==> src/rtl/icc_pkg.sv <==
package icc_pkg;

    typedef enum logic [1:0] {
        MODE_TC     = 2'd0,
        MODE_RATE   = 2'd1,
        MODE_SQUARE = 2'd2
    } icc_mode_e;

    typedef enum logic [1:0] {
        ACC_LATCH = 2'b00,
        ACC_LO    = 2'b01,
        ACC_HI    = 2'b10,
        ACC_LOHI  = 2'b11
    } icc_access_e;

    // Mode field supported: 000, x10, x11
    function automatic logic mode_supported(input logic [2:0] m);
        return (m == 3'b000) || m[1];
    endfunction

    function automatic icc_mode_e mode_decode(input logic [2:0] m);
        if (!m[1])     return MODE_TC;
        else if (m[0]) return MODE_SQUARE;
        else           return MODE_RATE;
    endfunction

endpackage

==> src/rtl/icc_host_port.sv <==
module icc_host_port
    import icc_pkg::*;
#(
    parameter int         DATA_W  = 8,
    parameter logic [1:0] CHAN_ID = 2'd0
)
(
    input  logic                  clk,
    input  logic                  rst_n,
    input  logic                  wr_en,
    input  logic                  rd_en,
    input  logic                  sel_ctrl,
    input  logic [DATA_W-1:0]     wr_data,
    input  logic [2*DATA_W-1:0]   count_live,
    output icc_mode_e             mode_q,
    output logic                  cfg_load,
    output icc_mode_e             cfg_mode,
    output logic                  commit,
    output logic [2*DATA_W-1:0]   init_q,
    output logic                  snap_held,
    output logic [2*DATA_W-1:0]   snap_val,
    output logic [DATA_W-1:0]     rd_data
);
    localparam int CNT_W = 2 * DATA_W;

    typedef struct packed {
        icc_mode_e          mode;
        icc_access_e        acc;
        logic               wr_hi;
        logic [DATA_W-1:0]  lo_stage;
        logic [CNT_W-1:0]   init;
        logic               rd_hi;
        logic               latched;
        logic [CNT_W-1:0]   snap;
    } host_st_t;

    host_st_t q, d;
    logic ctrl_hit;
    logic hi_sel;
    logic [CNT_W-1:0] rd_src;

    always_comb begin
        d        = q;
        commit   = 1'b0;
        cfg_load = 1'b0;
        cfg_mode = mode_decode(wr_data[3:1]);
        ctrl_hit = wr_en && sel_ctrl && (wr_data[7:6] == CHAN_ID);

        if (ctrl_hit) begin
            if (icc_access_e'(wr_data[5:4]) == ACC_LATCH) begin
                if (!q.latched) begin
                    d.latched = 1'b1;
                    d.snap    = count_live;
                    d.rd_hi   = 1'b0;
                end
            end else if (mode_supported(wr_data[3:1]) && !wr_data[0]) begin
                cfg_load  = 1'b1;
                d.mode    = cfg_mode;
                d.acc     = icc_access_e'(wr_data[5:4]);
                d.wr_hi   = 1'b0;
                d.rd_hi   = 1'b0;
                d.latched = 1'b0;
            end
        end else if (wr_en && !sel_ctrl) begin
            case (q.acc)
                ACC_LO: begin
                    d.init = {{DATA_W{1'b0}}, wr_data};
                    commit = 1'b1;
                end
                ACC_HI: begin
                    d.init = {wr_data, {DATA_W{1'b0}}};
                    commit = 1'b1;
                end
                default: begin
                    if (!q.wr_hi) begin
                        d.lo_stage = wr_data;
                        d.wr_hi    = 1'b1;
                    end else begin
                        d.init  = {wr_data, q.lo_stage};
                        d.wr_hi = 1'b0;
                        commit  = 1'b1;
                    end
                end
            endcase
        end

        if (rd_en && !sel_ctrl) begin
            if (q.acc == ACC_LOHI && !q.rd_hi) begin
                d.rd_hi = 1'b1;
            end else begin
                d.rd_hi   = 1'b0;
                d.latched = 1'b0;
            end
        end
    end

    always_ff @(posedge clk) begin
        if (!rst_n) begin
            q.mode     <= MODE_TC;
            q.acc      <= ACC_LOHI;
            q.wr_hi    <= 1'b0;
            q.lo_stage <= '0;
            q.init     <= '0;
            q.rd_hi    <= 1'b0;
            q.latched  <= 1'b0;
            q.snap     <= '0;
        end else begin
            q <= d;
        end
    end

    assign rd_src    = q.latched ? q.snap : count_live;
    assign hi_sel    = (q.acc == ACC_HI) || (q.acc == ACC_LOHI && q.rd_hi);
    assign rd_data   = hi_sel ? rd_src[CNT_W-1:DATA_W] : rd_src[DATA_W-1:0];
    assign mode_q    = q.mode;
    assign init_q    = q.init;
    assign snap_held = q.latched;
    assign snap_val  = q.snap;

endmodule

==> src/rtl/icc_count_engine.sv <==
module icc_count_engine
    import icc_pkg::*;
#(
    parameter int CNT_W = 16
)
(
    input  logic             clk,
    input  logic             rst_n,
    input  logic             cnt_tick,
    input  logic             gate,
    input  icc_mode_e        mode_q,
    input  logic             cfg_load,
    input  icc_mode_e        cfg_mode,
    input  logic             commit,
    input  logic [CNT_W-1:0] init_q,
    output logic [CNT_W-1:0] count_q,
    output logic             out_q
);
    localparam logic [CNT_W-1:0] ONE = CNT_W'(1);
    localparam logic [CNT_W-1:0] TWO = CNT_W'(2);

    typedef struct packed {
        logic [CNT_W-1:0] count;
        logic [CNT_W-1:0] span;
        logic             out;
        logic             armed;
        logic             pend;
        logic             gate_q;
    } eng_st_t;

    eng_st_t q, d;
    logic periodic, rise, wrap;
    logic [CNT_W-1:0] reload, nxt;

    // Zero stands for 2**CNT_W
    function automatic logic [CNT_W:0] widen(input logic [CNT_W-1:0] v);
        return (v == '0) ? {1'b1, {CNT_W{1'b0}}} : {1'b0, v};
    endfunction

    function automatic logic level(input icc_mode_e m, input logic [CNT_W-1:0] c,
                                   input logic [CNT_W-1:0] s);
        if (m == MODE_RATE) return (c != ONE);
        else                return widen(c) > (widen(s) >> 1);
    endfunction

    always_comb begin
        d        = q;
        d.gate_q = gate;
        periodic = (mode_q != MODE_TC);
        rise     = gate && !q.gate_q;
        reload   = (init_q == ONE) ? TWO : init_q;
        wrap     = (q.count == ONE);
        nxt      = wrap ? reload : q.count - ONE;

        if (cnt_tick) begin
            if (q.pend) begin
                d.pend  = 1'b0;
                d.armed = 1'b1;
                d.count = periodic ? reload : init_q;
                d.span  = reload;
                d.out   = periodic ? level(mode_q, reload, reload) : 1'b0;
            end else if (q.armed && gate && !(periodic && rise)) begin
                if (periodic) begin
                    d.count = nxt;
                    if (wrap) d.span = reload;
                    d.out   = level(mode_q, nxt, wrap ? reload : q.span);
                end else begin
                    d.count = q.count - ONE;
                    if (wrap) d.out = 1'b1;
                end
            end
        end

        if (periodic && rise && (q.armed || q.pend)) d.pend = 1'b1;

        if (commit) begin
            if (!periodic) begin
                d.pend  = 1'b1;
                d.armed = 1'b0;
                d.out   = 1'b0;
            end else if (!q.armed) begin
                d.pend = 1'b1;
            end
        end

        if (periodic && !gate) d.out = 1'b1;

        if (cfg_load) begin
            d.pend  = 1'b0;
            d.armed = 1'b0;
            d.out   = (cfg_mode == MODE_TC) ? 1'b0 : 1'b1;
        end
    end

    always_ff @(posedge clk) begin
        if (!rst_n) begin
            q.count  <= '0;
            q.span   <= '0;
            q.out    <= 1'b1;
            q.armed  <= 1'b0;
            q.pend   <= 1'b0;
            q.gate_q <= 1'b0;
        end else begin
            q <= d;
        end
    end

    assign count_q = q.count;
    assign out_q   = q.out;

endmodule

==> src/rtl/interval_counter_channel.sv <==
module interval_counter_channel
    import icc_pkg::*;
#(
    parameter int         DATA_W     = 8,
    parameter logic [1:0] CHANNEL_ID = 2'd0
)
(
    input  logic              clk,
    input  logic              rst_n,
    input  logic              wr_en,
    input  logic              rd_en,
    input  logic              sel_ctrl,
    input  logic [DATA_W-1:0] wr_data,
    output logic [DATA_W-1:0] rd_data,
    input  logic              cnt_tick,
    input  logic              gate,
    output logic              out
);
    localparam int CNT_W = 2 * DATA_W;

    icc_mode_e        mode_cur;
    icc_mode_e        cfg_mode;
    logic             cfg_load;
    logic             commit;
    logic [CNT_W-1:0] init_val;
    logic [CNT_W-1:0] count_val;
    logic             snap_held;
    logic [CNT_W-1:0] snap_val;

    icc_host_port #(
        .DATA_W  (DATA_W),
        .CHAN_ID (CHANNEL_ID)
    ) u_host (
        .clk        (clk),
        .rst_n      (rst_n),
        .wr_en      (wr_en),
        .rd_en      (rd_en),
        .sel_ctrl   (sel_ctrl),
        .wr_data    (wr_data),
        .count_live (count_val),
        .mode_q     (mode_cur),
        .cfg_load   (cfg_load),
        .cfg_mode   (cfg_mode),
        .commit     (commit),
        .init_q     (init_val),
        .snap_held  (snap_held),
        .snap_val   (snap_val),
        .rd_data    (rd_data)
    );

    icc_count_engine #(
        .CNT_W (CNT_W)
    ) u_engine (
        .clk      (clk),
        .rst_n    (rst_n),
        .cnt_tick (cnt_tick),
        .gate     (gate),
        .mode_q   (mode_cur),
        .cfg_load (cfg_load),
        .cfg_mode (cfg_mode),
        .commit   (commit),
        .init_q   (init_val),
        .count_q  (count_val),
        .out_q    (out)
    );

endmodule

==> config.mk <==
export PLATFORM = sky130hd
export DESIGN_NAME = interval_counter_channel
export DESIGN_NICKNAME = d
export VERILOG_FILES = /design/src/rtl/icc_pkg.sv /design/src/rtl/icc_host_port.sv /design/src/rtl/icc_count_engine.sv /design/src/rtl/interval_counter_channel.sv
export SDC_FILE = /design/constraint.sdc
export NUM_CORES = 1
export LEC_CHECK = 0
export BUFFER_PORTS_ARGS = -buffer_cell sky130_fd_sc_hd__clkbuf_2
export CAP_MARGIN = 30
export CORE_UTILIZATION = 60
export DETAILED_ROUTE_END_ITERATION = 8
export GPL_TIMING_DRIVEN = 0
export PLACE_DENSITY_LB_ADDON = 0.3
export REMOVE_ABC_BUFFERS = 1
export SETUP_SLACK_MARGIN = 0.3
export SLEW_MARGIN = 5
export SYNTH_ARGS = -nofsm -noshare
export SYNTH_HDL_FRONTEND = slang
export SYNTH_HIERARCHICAL = 1
export SYNTH_SLANG_ARGS = --single-unit
==> constraint.sdc <==
create_clock -name clk -period 4.8 [get_ports clk]
set_input_delay 0.24 -clock clk [delete_from_list [all_inputs] [get_ports clk]]
set_output_delay 0.24 -clock clk [all_outputs]
set_load 0.01 [all_outputs]
==> impl_metrics.ini, run 1 <==
[status]
status = finished clean

[timing]
setup_viol = 0
maxSlewHeadroom_pct = 35.0
final.min_clock_period_ns = 4.30
rsz0062_at_grt = false
fin_worst_skew_ns = 0.00856
setup_tns_ns = 0
fin_crit_sh_pct = 89.5
slew_viol_final = 0
tightest_slew_ns = 0.969
timing.fmax_ghz = 0.233
final-hold-violation-count = 0

[clock_network]
cts_sinks = 83
clockRootBuffer = clkbuf_8
cts_max_level = 3
cts_tree = yes
numCtsBuffers = 9
ctsHoldBuffers = 0
insertion_delay_ns = 0.38
cts.clk_slew.worst_paths_ns = 0.08
clk_path_buf_depth = 2

[global_route]
grt_pass1_wl_um = 27000
grt_max_degree = 45
antenna_found_initial = 0
grt.total_usage_pct = 33.9
grt-ovfl-total = 0
grt_pass1_vias = 5132

[route]
drt_iter0_drc = 694
drt-wirelength-per-cell_um = 19.6
viasPerCell = 6.52
drcViolationCount = 0
drt_wl_total_um = 16700
num_vias = 5552
first_pass_iters = 6
postRouteAntennaNets = 0

[final_layout]
fillers = 887
layout_common_cells = 82 x dfxtp_1, 76 x a21oi_1, 68 x nor2_1, 49 x o21ai_0, 45 x nand2_1
antenna_cells = 0
drive_above_1_share_pct = 11.3
multiInputGateArea_um2 = 3740
final_cell_count_no_fill = 851
seq_area_um2 = 1660
area_delta_synth_final_pct = 2.11
fin_nets = 768
final_common_cell = dfxtp_1
fin_util_pct = 62.9

[floorplanning]
dieArea_um2 = 10400
core.rowCount = 36
die_w_um = 102
start_util_pct = 61.6
fp.dieH_um = 102
core_um2 = 9730
ios = 24

[worst_setup_path]
critical_path_arrival_ns = 4.56
end_kind = register
crit_type = reg -> reg
worstPathMaxFanout = 8
critPathLaunchType = register
required_ns = 5.06

[synth]
syn_area_um2 = 6000
avgSynthCellArea_um2 = 7.86
yosysWarnings = 6
syn-instance-count = 763

[power_and_ir_drop]
vdd_drop_max_mv = 0.192
power.density_nw_per_um2 = 254
power_leakage_uw = 0.00232

[run]
drv_cap = 0

[hold_path]
hold_path_class = in -> reg

[place]
hpwlAfterDp_um = 11700
dp.cells = 833
port-buffer-count = 23
globalplace.congestion = 0.944
-- metal layers --
metal | track usage, % | wire length (um) | vias to the layer above
met5 | 0 | 0 | -
met4 | 16.5 | 489 | 0
met3 | 4.99 | 1380 | 40
met2 | 52.0 | 7670 | 286
met1 | 46.6 | 7140 | 2604
li1 | - | - | 2622
-- critical path: stages, from the launching register on --
cell	delay, ns
dfxtp_1	0.40
inv_1	0.12
ha_2	0.25
or4b_4	0.54
nor3_2	0.17
xnor2_1	0.21
nand2_1	0.09
o21ai_0	0.15
inv_1	0.08
ha_1	0.31
and3_1	0.20
a221o_1	0.30
a221o_1	0.36
a2111oi_1	0.43
o21ai_0	0.19
a21oi_1	0.27
o2bb2ai_1	0.11
-- repair_timing --
action,in CTS,in global routing
buffers inserted,2,0
resized for setup,1,8
setup endpoints to repair,1,1
pin swaps,1,0
-- per-stage QoR --
stage | hold WS [ns] | setup slack [ns] | area [um^2] | total power [uW]
3_5_place_dp | 0.467 | 0.142 | 5850 | 975
4_1_cts | 0.123 | 0.341 | 6090 | 1560
2_1_floorplan | 0.312 | 0.766 | 5470 | 892
3_3_place_gp | 0.455 | -0.499 | 5750 | 961
5_1_grt | 0.160 | 0.340 | 6120 | 1620
6_report | 0.134 | 0.503 | 6120 | 1550
-- flip-flops by register name, summed over array words and instances, names as in the netlist --
register / flops
u_host/init_q: 16
u_engine/q: 19
u_host/mode_q: 2
u_host/snap_val: 16
u_host/snap_held: 1
u_host/q: 12
u_engine/count_q: 16
u_engine/out_q: 1
-- area by class of cell --
class | instances | area share [%]
inverters | 32 | 1.96
repair buffers | 31 | 3.31
clock inverters | 5 | 1.39
well taps | 133 | 2.72
flip-flops and latches | 83 | 27.2
clock buffers | 11 | 2.31
multi-input cells | 556 | 61.1
-- power by group --
part	internal [uW]	switching [uW]	leakage, uW	total [uW]
Sequential	701	24.2	0.000671	725
Combinational	96.9	148	0.00154	245
Clock	310	274	0.000110	584
-- path summary, 6_finish.rpt --
check | slack (ns) | endpoint | startpoint | cells past startpoint
worst max-delay path | 0.50 | u_engine/out_q | u_engine/count_q[1] | 16
worst min-delay path | 0.13 | u_engine/q[0] | gate | 2
worst max register to register | 0.50 | u_engine/out_q | u_engine/count_q[1] | 16
worst min register to register | 0.48 | u_host/snap_val[1] | u_host/snap_val[1] | 2
Note: power is estimated with default switching activity, not from simulation.
==> run 2, diff against run 1 <==
--- a/config.mk
+++ b/config.mk
@@ -11,6 +11,7 @@
 export DETAILED_ROUTE_END_ITERATION = 8
 export GPL_TIMING_DRIVEN = 0
 export PLACE_DENSITY_LB_ADDON = 0.3
+export RECOVER_POWER = 25
 export REMOVE_ABC_BUFFERS = 1
 export SETUP_SLACK_MARGIN = 0.3
 export SLEW_MARGIN = 5
==> run 2 against run 1 <==
Net effect:
- the run now ends with max-capacitance violations, max-slew violations left
- combinational power is essentially flat
- register-to-register slack better by 0.04 ns
- final cell count stayed put
- global-route usage stayed put
- critical path depth is the same
- maximum frequency is 1.0% higher
- power hardly changed
- clock-buffer cell count unchanged
- setup slack improved by 0.043 ns
- sequential power about the same
- die area stayed put
- highest routed layer unchanged
==> impl_metrics.ini, run 2 (same netlist as run 1, synthesis figures left out) <==
[clock_network]
insertion_delay_ns = 0.38
clk_path_buf_depth = 2
cts_sinks = 83
clockRootBuffer = clkbuf_8
cts_tree = yes
numCtsBuffers = 9
cts.clk_slew.worst_paths_ns = 0.08
cts_max_level = 3
ctsHoldBuffers = 0

[worst_setup_path]
critPathLaunchType = register
required_ns = 5.06
cp_slowest_cell = or4b_4
worstPathMaxFanout = 8
critical_path_arrival_ns = 4.52
end_kind = register
crit_type = reg -> reg
path_delay_family = compound AO/OA/AOI/OAI gates
critPathBufInv = 2
max_stage_delay_ns = 0.54
crit_chain = inv_1, ha_2, or4b_4, nor3_2, xnor2_1, nand2_1, o21ai_0, inv_1, ha_1, and3_1, a221o_1, a221o_1, a2111oi_1, o21ai_0, a21oi_1, o2bb2ai_1

[floorplanning]
dieArea_um2 = 10400
fp.dieH_um = 102
core.rowCount = 36
start_util_pct = 61.6
die_w_um = 102
core_um2 = 9730
ios = 24

[final_layout]
area_delta_synth_final_pct = 1.65
largest_register_ffs = 19
fillers = 893
final_common_cell = dfxtp_1
layout_common_cells = 82 x dfxtp_1, 76 x a21oi_1, 68 x nor2_1, 49 x o21ai_0, 45 x nand2_1
fin_nets = 768
largest_register = u_engine/q
multiInputGateArea_um2 = 3740
antenna_cells = 0
drive_above_1_share_pct = 10.7
seq_area_um2 = 1660
fin_util_pct = 62.6

[status]
failed_checks = max-capacitance violations, max-slew violations
status = finished with violations

[global_route]
antenna_found_initial = 0
grt_max_degree = 45
grt-ovfl-total = 0
grt_pass1_wl_um = 27000
grt.total_usage_pct = 33.9
grt_pass1_vias = 5132

[route]
drt_wl_total_um = 16700
postRouteAntennaNets = 0
drt_iter0_drc = 643
num_vias = 5571
viasPerCell = 6.55
first_pass_iters = 6
drcViolationCount = 0
drt-wirelength-per-cell_um = 19.7

[place]
port-buffer-count = 23
hpwlAfterDp_um = 11700
globalplace.congestion = 0.944

[power_and_ir_drop]
power_leakage_uw = 0.00230
vdd_drop_max_mv = 0.192
power_uw = 1550
power.density_nw_per_um2 = 255

[timing]
setup_viol = 0
maxSlewHeadroom_pct = -23.6
fin_crit_sh_pct = 88.6
final.min_clock_period_ns = 4.25
timing.fmax_ghz = 0.235
setup_tns_ns = 0
slew_viol_final = 45
final-hold-violation-count = 0
tightest_slew_ns = 1.85
fin_worst_skew_ns = 0.00828
rsz0062_at_grt = false

[run]
drv_cap = 1

[hold_path]
hold_path_class = in -> reg
[run 2: cell types whose count changed in the layout (fill, tap and decap cells not counted), sizes merged]
cell,before,now
buf,8,7
clkbuf,34,35
[run 2: what timing repair did]
action | in CTS | in global routing
gates resized for setup | 1 | 8
pin swaps | 1 | 0
setup buffers | 2 | 0
endpoints found under the setup margin | 1 | 1
hold endpoints to repair | 0 | 0
[run 2: worst reg2reg max path, cell delays in order, from the launching register on]
cell	delay [ns]
dfxtp_1	0.40
inv_1	0.12
ha_2	0.26
or4b_4	0.54
nor3_2	0.17
xnor2_1	0.21
nand2_1	0.09
o21ai_0	0.15
inv_1	0.08
ha_1	0.31
and3_1	0.20
a221o_1	0.30
a221o_1	0.36
a2111oi_1	0.43
o21ai_0	0.18
a21oi_1	0.25
o2bb2ai_1	0.11
[run 2: routing by layer]
metal | track usage, % | wire length [um] | up-vias
met5 | 0 | 0 | -
met4 | 16.5 | 501 | 0
met3 | 4.99 | 1410 | 44
met2 | 52.0 | 7620 | 293
met1 | 46.6 | 7200 | 2614
li1 | - | - | 2620
[run 2: per-stage QoR]
stage	setup WS, ns	hold WS, ns	area, um^2	cells
2_1_floorplan	0.766	0.312	5470	671
3_3_place_gp	-0.499	0.455	5750	827
3_5_place_dp	0.142	0.467	5850	833
4_1_cts	0.341	0.123	6090	851
5_1_grt	0.340	0.160	6090	851
6_report	0.546	0.133	6090	851
[run 2: path summary, 6_finish.rpt]
kind	start	slack, ns	cells past startpoint	endpoint
max	u_engine/count_q[1]	0.55	16	u_engine/out_q
min	gate	0.13	2	u_engine/q[0]
max reg2reg	u_engine/count_q[1]	0.55	16	u_engine/out_q
min reg2reg	u_host/snap_val[2]	0.48	2	u_host/snap_val[2]
[run 2: layout make-up]
class / instances / share of cell area, %
repair buffers: 31 / 2.87
clock inverters: 5 / 1.40
well taps: 133 / 2.73
flip-flops and latches: 83 / 27.3
multi-input cells: 556 / 61.4
inverters: 32 / 1.97
clock buffers: 11 / 2.32
[run 2: power by group]
group / internal, uW / switching [uW] / total [uW] / leakage (uW)
Clock: 310 / 275 / 585 / 0.000110
Combinational: 94.8 / 148 / 243 / 0.00152
Sequential: 701 / 23.9 / 725 / 0.000671
Total: 1110 / 446 / 1550 / 0.00230
